File: src/rtl/tap_pkg.sv
package tap_pkg;

   typedef enum logic [3:0] {
      ST_RESET   = 4'd0,
      ST_IDLE    = 4'd1,
      ST_SEL_DR  = 4'd2,
      ST_CAP_DR  = 4'd3,
      ST_SH_DR   = 4'd4,
      ST_EX1_DR  = 4'd5,
      ST_PS_DR   = 4'd6,
      ST_EX2_DR  = 4'd7,
      ST_UPD_DR  = 4'd8,
      ST_SEL_IR  = 4'd9,
      ST_CAP_IR  = 4'd10,
      ST_SH_IR   = 4'd11,
      ST_EX1_IR  = 4'd12,
      ST_PS_IR   = 4'd13,
      ST_EX2_IR  = 4'd14,
      ST_UPD_IR  = 4'd15
   } tap_state_e;

   function automatic tap_state_e tap_next(input tap_state_e cur, input logic m);
      tap_state_e n;
      unique case (cur)
         ST_RESET:  n = m ? ST_RESET  : ST_IDLE;
         ST_IDLE:   n = m ? ST_SEL_DR : ST_IDLE;
         ST_SEL_DR: n = m ? ST_SEL_IR : ST_CAP_DR;
         ST_CAP_DR: n = m ? ST_EX1_DR : ST_SH_DR;
         ST_SH_DR:  n = m ? ST_EX1_DR : ST_SH_DR;
         ST_EX1_DR: n = m ? ST_UPD_DR : ST_PS_DR;
         ST_PS_DR:  n = m ? ST_EX2_DR : ST_PS_DR;
         ST_EX2_DR: n = m ? ST_UPD_DR : ST_SH_DR;
         ST_UPD_DR: n = m ? ST_SEL_DR : ST_IDLE;
         ST_SEL_IR: n = m ? ST_RESET  : ST_CAP_IR;
         ST_CAP_IR: n = m ? ST_EX1_IR : ST_SH_IR;
         ST_SH_IR:  n = m ? ST_EX1_IR : ST_SH_IR;
         ST_EX1_IR: n = m ? ST_UPD_IR : ST_PS_IR;
         ST_PS_IR:  n = m ? ST_EX2_IR : ST_PS_IR;
         ST_EX2_IR: n = m ? ST_UPD_IR : ST_SH_IR;
         default:   n = m ? ST_SEL_DR : ST_IDLE;
      endcase
      return n;
   endfunction

endpackage

File: src/rtl/tap_fsm.sv
module tap_fsm
   import tap_pkg::*;
(
   input  logic       tck,
   input  logic       trst_n,
   input  logic       tms,
   input  logic       run,
   output tap_state_e state
);

   always_ff @(posedge tck or negedge trst_n) begin
      if (!trst_n)
         state <= ST_RESET;
      else if (run)
         state <= tap_next(state, tms);
   end


   reset_hold_chk: assert property (@(posedge tck) disable iff (!trst_n)
      (run && state == ST_RESET && tms) |=> (state == ST_RESET));


   shift_dr_stay_chk: assert property (@(posedge tck) disable iff (!trst_n)
      (run && state == ST_SH_DR && !tms) |=> (state == ST_SH_DR));


   frozen_chk: assert property (@(posedge tck) disable iff (!trst_n)
      !run |=> $stable(state));

endmodule

File: src/rtl/tap_ir.sv
module tap_ir
   import tap_pkg::*;
#(
   parameter int unsigned          IR_W      = 4,
   parameter logic [IR_W-1:0]      OP_IDCODE = 'h2
)(
   input  logic            tck,
   input  logic            trst_n,
   input  logic            tdi,
   input  logic            run,
   input  tap_state_e      state,
   output logic [IR_W-1:0] instr,
   output logic [IR_W-1:0] shadow,
   output logic            upd_stb,
   output logic            ir_so
);

   localparam logic [IR_W-1:0] IR_CAP = {{(IR_W-2){1'b0}}, 2'b01};

   logic [IR_W-1:0] sr;

   always_ff @(posedge tck or negedge trst_n) begin
      if (!trst_n) begin
         sr    <= IR_CAP;
         instr <= OP_IDCODE;
      end else if (run) begin
         case (state)
            ST_CAP_IR: sr    <= IR_CAP;
            ST_SH_IR:  sr    <= {tdi, sr[IR_W-1:1]};
            ST_UPD_IR: instr <= sr;
            ST_RESET:  instr <= OP_IDCODE;
            default:   ;
         endcase
      end
   end

   assign shadow  = sr;
   assign upd_stb = run && (state == ST_UPD_IR);
   assign ir_so   = sr[0];


   ir_capture_chk: assert property (@(posedge tck) disable iff (!trst_n)
      (run && state == ST_CAP_IR) |=> (sr == IR_CAP));


   ir_reset_load_chk: assert property (@(posedge tck) disable iff (!trst_n)
      (run && state == ST_RESET) |=> (instr == OP_IDCODE));

endmodule

File: src/rtl/tap_dr.sv
module tap_dr
   import tap_pkg::*;
#(
   parameter int unsigned        ID_W     = 32,
   parameter logic [ID_W-1:0]    ID_VALUE = 32'h1A5C_E02F
)(
   input  logic       tck,
   input  logic       trst_n,
   input  logic       tdi,
   input  logic       run,
   input  logic       sel_id,
   input  tap_state_e state,
   output logic       dr_so
);

   logic [ID_W-1:0] id_sr;
   logic            byp;

   always_ff @(posedge tck or negedge trst_n) begin
      if (!trst_n) begin
         id_sr <= ID_VALUE;
         byp   <= 1'b0;
      end else if (run) begin
         if (state == ST_CAP_DR) begin
            if (sel_id) id_sr <= ID_VALUE;
            else        byp   <= 1'b0;
         end else if (state == ST_SH_DR) begin
            if (sel_id) id_sr <= {tdi, id_sr[ID_W-1:1]};
            else        byp   <= tdi;
         end
      end
   end

   assign dr_so = sel_id ? id_sr[0] : byp;


   bypass_clear_chk: assert property (@(posedge tck) disable iff (!trst_n)
      (run && state == ST_CAP_DR && !sel_id) |=> (byp == 1'b0));


   id_capture_chk: assert property (@(posedge tck) disable iff (!trst_n)
      (run && state == ST_CAP_DR && sel_id) |=> (dr_so == 1'b1));

endmodule

File: src/rtl/tap_handoff.sv
module tap_handoff #(
   parameter int unsigned     IR_W      = 4,
   parameter logic [IR_W-1:0] OP_ENABLE = 'h3,
   parameter int unsigned     DE_CYCLES = 2
)(
   input  logic            tck,
   input  logic            trst_n,
   input  logic            in_reset_st,
   input  logic            dbg_evt_n,
   input  logic            ir_upd,
   input  logic [IR_W-1:0] ir_shadow,
   output logic            handed
);

   logic de_hit;
   logic ir_hit;
   logic qual;

   assign qual   = in_reset_st && !dbg_evt_n && !handed;
   assign ir_hit = ir_upd && (ir_shadow == OP_ENABLE);

   generate
      if (DE_CYCLES == 1) begin : g_de_direct
         assign de_hit = qual;
      end else begin : g_de_count
         localparam int unsigned CW = $clog2(DE_CYCLES + 1);
         localparam logic [CW-1:0] LAST = CW'(DE_CYCLES - 1);
         logic [CW-1:0] cnt;

         assign de_hit = qual && (cnt == LAST);

         always_ff @(posedge tck or negedge trst_n) begin
            if (!trst_n)
               cnt <= '0;
            else if (!qual)
               cnt <= '0;
            else if (!de_hit)
               cnt <= cnt + CW'(1);
         end


         count_restart_chk: assert property (@(posedge tck) disable iff (!trst_n)
            (!in_reset_st || dbg_evt_n) |=> (cnt == '0));
      end
   endgenerate

   always_ff @(posedge tck or negedge trst_n) begin
      if (!trst_n)
         handed <= 1'b0;
      else if (de_hit || ir_hit)
         handed <= 1'b1;
   end


   handoff_sticky_chk: assert property (@(posedge tck) disable iff (!trst_n)
      handed |=> handed);


   handoff_cause_chk: assert property (@(posedge tck) disable iff (!trst_n)
      $rose(handed) |-> ($past(in_reset_st && !dbg_evt_n) || $past(ir_upd)));


   ir_route_chk: assert property (@(posedge tck) disable iff (!trst_n)
      ir_hit |=> handed);

endmodule

File: src/rtl/dual_tap_handoff.sv
module dual_tap_handoff
   import tap_pkg::*;
#(
   parameter int unsigned     IR_W      = 4,
   parameter int unsigned     ID_W      = 32,
   parameter logic [ID_W-1:0] ID_VALUE  = 32'h1A5C_E02F,
   parameter logic [IR_W-1:0] OP_IDCODE = 'h2,
   parameter logic [IR_W-1:0] OP_ENABLE = 'h3,
   parameter int unsigned     DE_CYCLES = 2
)(
   input  logic tck,
   input  logic trst_n,
   input  logic tms,
   input  logic tdi,
   input  logic dbg_evt_n,
   input  logic low_tdo,
   output logic tdo,
   output logic tdo_oe,
   output logic low_tap_en,
   output logic tdo_sel_low
);

   localparam logic [IR_W-1:0] OP_BYPASS = '1;

   initial begin
      idcode_lsb_chk: assert (ID_VALUE[0] == 1'b1)
         else $error("identification value must have bit 0 set");
      ir_width_chk: assert (IR_W >= 2)
         else $error("instruction register needs at least two bits");
      opcode_clash_chk: assert (OP_IDCODE != OP_ENABLE && OP_IDCODE != OP_BYPASS
                                && OP_ENABLE != OP_BYPASS)
         else $error("instruction codes must be distinct");
      de_cycles_chk: assert (DE_CYCLES >= 1)
         else $error("debug event count must be at least one");
   end

   tap_state_e      state;
   logic            handed;
   logic            run;
   logic [IR_W-1:0] instr;
   logic [IR_W-1:0] ir_shadow;
   logic            ir_upd;
   logic            ir_so;
   logic            dr_so;
   logic            tdo_q;
   logic            oe_q;

   assign run = !handed;

   tap_fsm u_fsm (
      .tck    (tck),
      .trst_n (trst_n),
      .tms    (tms),
      .run    (run),
      .state  (state)
   );

   tap_ir #(
      .IR_W      (IR_W),
      .OP_IDCODE (OP_IDCODE)
   ) u_ir (
      .tck     (tck),
      .trst_n  (trst_n),
      .tdi     (tdi),
      .run     (run),
      .state   (state),
      .instr   (instr),
      .shadow  (ir_shadow),
      .upd_stb (ir_upd),
      .ir_so   (ir_so)
   );

   tap_dr #(
      .ID_W     (ID_W),
      .ID_VALUE (ID_VALUE)
   ) u_dr (
      .tck    (tck),
      .trst_n (trst_n),
      .tdi    (tdi),
      .run    (run),
      .sel_id (instr == OP_IDCODE),
      .state  (state),
      .dr_so  (dr_so)
   );

   tap_handoff #(
      .IR_W      (IR_W),
      .OP_ENABLE (OP_ENABLE),
      .DE_CYCLES (DE_CYCLES)
   ) u_handoff (
      .tck         (tck),
      .trst_n      (trst_n),
      .in_reset_st (state == ST_RESET),
      .dbg_evt_n   (dbg_evt_n),
      .ir_upd      (ir_upd),
      .ir_shadow   (ir_shadow),
      .handed      (handed)
   );

   always_ff @(negedge tck or negedge trst_n) begin
      if (!trst_n) begin
         tdo_q <= 1'b0;
         oe_q  <= 1'b0;
      end else begin
         case (state)
            ST_SH_IR: begin tdo_q <= ir_so; oe_q <= 1'b1; end
            ST_SH_DR: begin tdo_q <= dr_so; oe_q <= 1'b1; end
            default:  begin tdo_q <= 1'b0;  oe_q <= 1'b0; end
         endcase
      end
   end

   assign tdo         = handed ? low_tdo : tdo_q;
   assign tdo_oe      = handed | oe_q;
   assign low_tap_en  = handed;
   assign tdo_sel_low = handed;


   oe_in_shift_chk: assert property (@(posedge tck) disable iff (!trst_n)
      oe_q |-> (state == ST_SH_IR || state == ST_SH_DR));


   park_low_chk: assert property (@(posedge tck) disable iff (!trst_n)
      (!handed && !tdo_oe) |-> (tdo == 1'b0));


   follow_low_chk: assert property (@(posedge tck) disable iff (!trst_n)
      tdo_sel_low |-> (tdo == low_tdo && tdo_oe));

endmodule

File: config.mk
export PLATFORM = sky130hd
export DESIGN_NAME = dual_tap_handoff
export DESIGN_NICKNAME = d
export VERILOG_FILES = /design/src/rtl/tap_pkg.sv /design/src/rtl/tap_fsm.sv /design/src/rtl/tap_ir.sv /design/src/rtl/tap_dr.sv /design/src/rtl/tap_handoff.sv /design/src/rtl/dual_tap_handoff.sv
export SDC_FILE = /design/constraint.sdc
export NUM_CORES = 1
export LEC_CHECK = 0
export BUFFER_PORTS_ARGS = -buffer_cell sky130_fd_sc_hd__clkbuf_2
export CAP_MARGIN = 40
export CORE_ASPECT_RATIO = 0.75
export CORE_MARGIN = 5
export CORE_UTILIZATION = 40
export CTS_CLUSTER_DIAMETER = 30
export DETAILED_ROUTE_END_ITERATION = 16
export MAX_ROUTING_LAYER = met4
export PLACE_DENSITY_LB_ADDON = 0.2
export SETUP_SLACK_MARGIN = 0.02
export SKIP_LAST_GASP = 1
export SLEW_MARGIN = 20
export SYNTH_ARGS = -nofsm -noshare
export SYNTH_HDL_FRONTEND = slang
export SYNTH_HIERARCHICAL = 1
export SYNTH_SLANG_ARGS = --single-unit
File: constraint.sdc
create_clock -name tck -period 2.78 [get_ports tck]
set_input_delay 0.556 -clock tck [delete_from_list [all_inputs] [get_ports tck]]
set_output_delay 0.556 -clock tck [all_outputs]
set_load 0.02 [all_outputs]
==> flow_summary.ini <==
[cts]
cts_buffer_depth = 2
cts_tree = done
htree_levels = 2
cts_made_buffers = 5
cts-root-buf = clkbuf_8
worstSkewPairLatency_ps = 300
clkSinkCount = 50
clk_pin_slew_ps = 90

[critical_path]
cp-endpoint = tdo
r2r_start = u_ir/instr[1]
worstPathArrival_ps = 2410
crit_path_start = tdo_q
crit_chain = mux2_2, buf_6
startpoint_type = flip-flop
reg2reg_to = tdo_q
cp-end-kind = output pin
rr_worst_depth = 3
critPathBufInv = 1
crit_family = flip-flops
worstPathMaxFanout = 1
critPathKind = flip-flop to output pin
slowest_delay_ps = 320
worstPathRequired_ps = 2220
regToRegSetupSlack_ps = -70
cp.depth = 2
crit_path_top_delay_cell = dfrtn_1

[run]
drv_cap = 0

[placed_design]
dp_hpwl_mm = 2.91
place_congestion = 0.767
io_buffer_count = 9
dpl_worst_slack_ps = -95.3

[layout]
finalNetCount = 251
seqCellArea_um2 = 1270
fill_cells = 608
area_growth_pct = 9.83
multi_input_area_um2 = 1140
antenna_cells = 0
drive_gt1_share_pct = 28.2

[global_route]
met2_usage_pct = 16.6
grtUsageMet3_pct = 3.14
grt_max_degree = 39
grt_pass1_vias = 1633
antenna_found_initial = 0
overflow = 0
busiest_layer = met1
grt_use_total_pct = 12.7
grt_pass1_wl_mm = 7.91
grtUsageMet1_pct = 18.3

[synth]
syn_area_per_cell_um2 = 11.2
synth.top_cell.area_share_pct = 29.9
async_reset_ff_share_pct = 100
synth-simple-area-share_pct = 18.2
netlist_top_cells_area = dfrtp_1, dfstp_2, mux2i_1
synth_compound_area_share_pct = 9.40
ys_warn_count = 6
ys_seq_area_share_pct = 49.0
synth_top_family_by_area = simple AND/OR/NAND/NOR gates
synth_cells = 232
synth-seq-cells = 50
synth.most_common_cell = dfrtp_1
synthTopCellsByCount = dfrtp_1, nor2_1, inv_1, dfstp_2, mux2i_1
synth_fa_ha_area_share_pct = 0.482
syn-cell-area_um2 = 2600
synth_xor_area_share_pct = 0.675
synth.distinct_cells = 55
synth-main-ff-cell = dfrtp_1
synth_area_leader_cell = dfrtp_1
syn_nets = 239
synth-edff-count = 0
synth.area.mux_share_pct = 14.5

[outcome]
status = finished, violations left
violations = setup timing

[floorplanning]
core_um2 = 6320
die_h_um = 79.8
start_util_pct = 41.1
die_area_um2 = 8220
boundaryPins = 10
row_count = 25
dieWidth_um = 103

[sta]
fin_setup_tns_ps = -428
fin_worst_hold_slack_ps = 136
slew_headroom_pct = 59.7
worst_pin_slew_ps = 590
fin_skew_ps = 4.75
rsz0062_at_grt = yes
hold_viol_final = 0
drv_slew = 0
setup_viol = 3
fin_ws_ps = -187

[detailed_routing]
drtIter0Drc = 50
drt-vias-per-instance = 4.94
wl_mm = 4.40
postRouteAntennaNets = 0
drtPass1Iterations = 4
drc = 0
avgRoutedWirePerCell_um = 13.5
vias = 1611

[pwr]
power_density_nw_per_um2 = 1080
p_leak_nw = 1.26
finalPower_mw = 3.09
ir_drop_v = 0.000361

[hold_path]
min_path_type = input port to asynchronous set/reset pin
-- stage by stage --
stage / std cells / area (um^2) / util [%]
floorplan: 232 / 2620 / -
global placement: 317 / 2730 / 43.2
detailed placement: 317 / 2730 / 43.2
CTS: 326 / 2840 / 45.0
global route: 326 / 2850 / 45.1
finish: 326 / 2850 / 45.1
-- report_power, final --
part	switching, mW	internal, mW	total [mW]
Sequential	0.180	1.06	1.23
Combinational	0.702	0.716	1.42
Clock	0.238	0.200	0.438
-- layout by cell type, fill, tap and decap left out, drive strengths merged, types with 4 or more instances in the layout --
cell type / n
mux2: 20
a211oi: 5
nor2b: 14
dfrtp: 31
mux2i: 15
buf: 13
nor4b: 4
o21ai: 5
nand2: 10
clkbuf: 13
inv: 22
and4b: 4
nor2: 23
dfstp: 17
-- routing by layer --
metal	share of wire [%]	wire length (um)	vias to the layer above
li1	-	-	825
met1	57	2500	769
met2	39	1730	9
met3	1.7	75	8
met4	2.0	88	0
met5	0	0	-
-- registers in the layout, summed over array words and instances (netlist names) --
signal and count:
u_ir/shadow 4, u_dr/byp 1, oe_q 1, tdo_q 1, u_handoff/handed 1, u_ir/instr 4, u_fsm/state 4, u_handoff/g_de_count.cnt 2
u_dr/id_sr 32
-- kinds of logic (layout without fill, tap and decap cells) --
kind of cell    count (synthesis)  in the layout
buf+inv                        37             50
flops                          50             50
xor+xnor                        2              2
simple gates                   78             78
fa+ha+maj                       1              1
compound gates                 29             29
mux                            35             35
-- how the worst min path moves through the flow --
stage | startpoint | to | slack [ps] | depth (start not counted)
detailed placement | u_dr/id_sr[20] | u_dr/id_sr[20] | 460 | 2
finish | trst_n | u_handoff/handed | 140 | 1
CTS | trst_n | u_dr/id_sr[29] | 130 | 1
global placement | u_dr/id_sr[20] | u_dr/id_sr[20] | 450 | 2
floorplan | trst_n | u_dr/byp | 260 | 0
global route | trst_n | u_dr/id_sr[29] | 140 | 1
-- cell type report --
cell class	count	share of cell area (%)
tap	81	3.55
timing repair buffer	20	5.48
clock buffer	6	2.90
inverter	22	2.90
clock inverter	2	0.439
sequential	50	44.6
multi-input combinational	145	40.1
-- repair_timing --
item                       in CTS  in global routing
gates cloned                    0                  0
buffers inserted                1                  0
hold buffers                    0                  0
pin swaps                       1                  1
setup endpoints to repair       3                  3
gates resized for setup         3                  4
No activity file was read; power rests on OpenSTA's default activity.
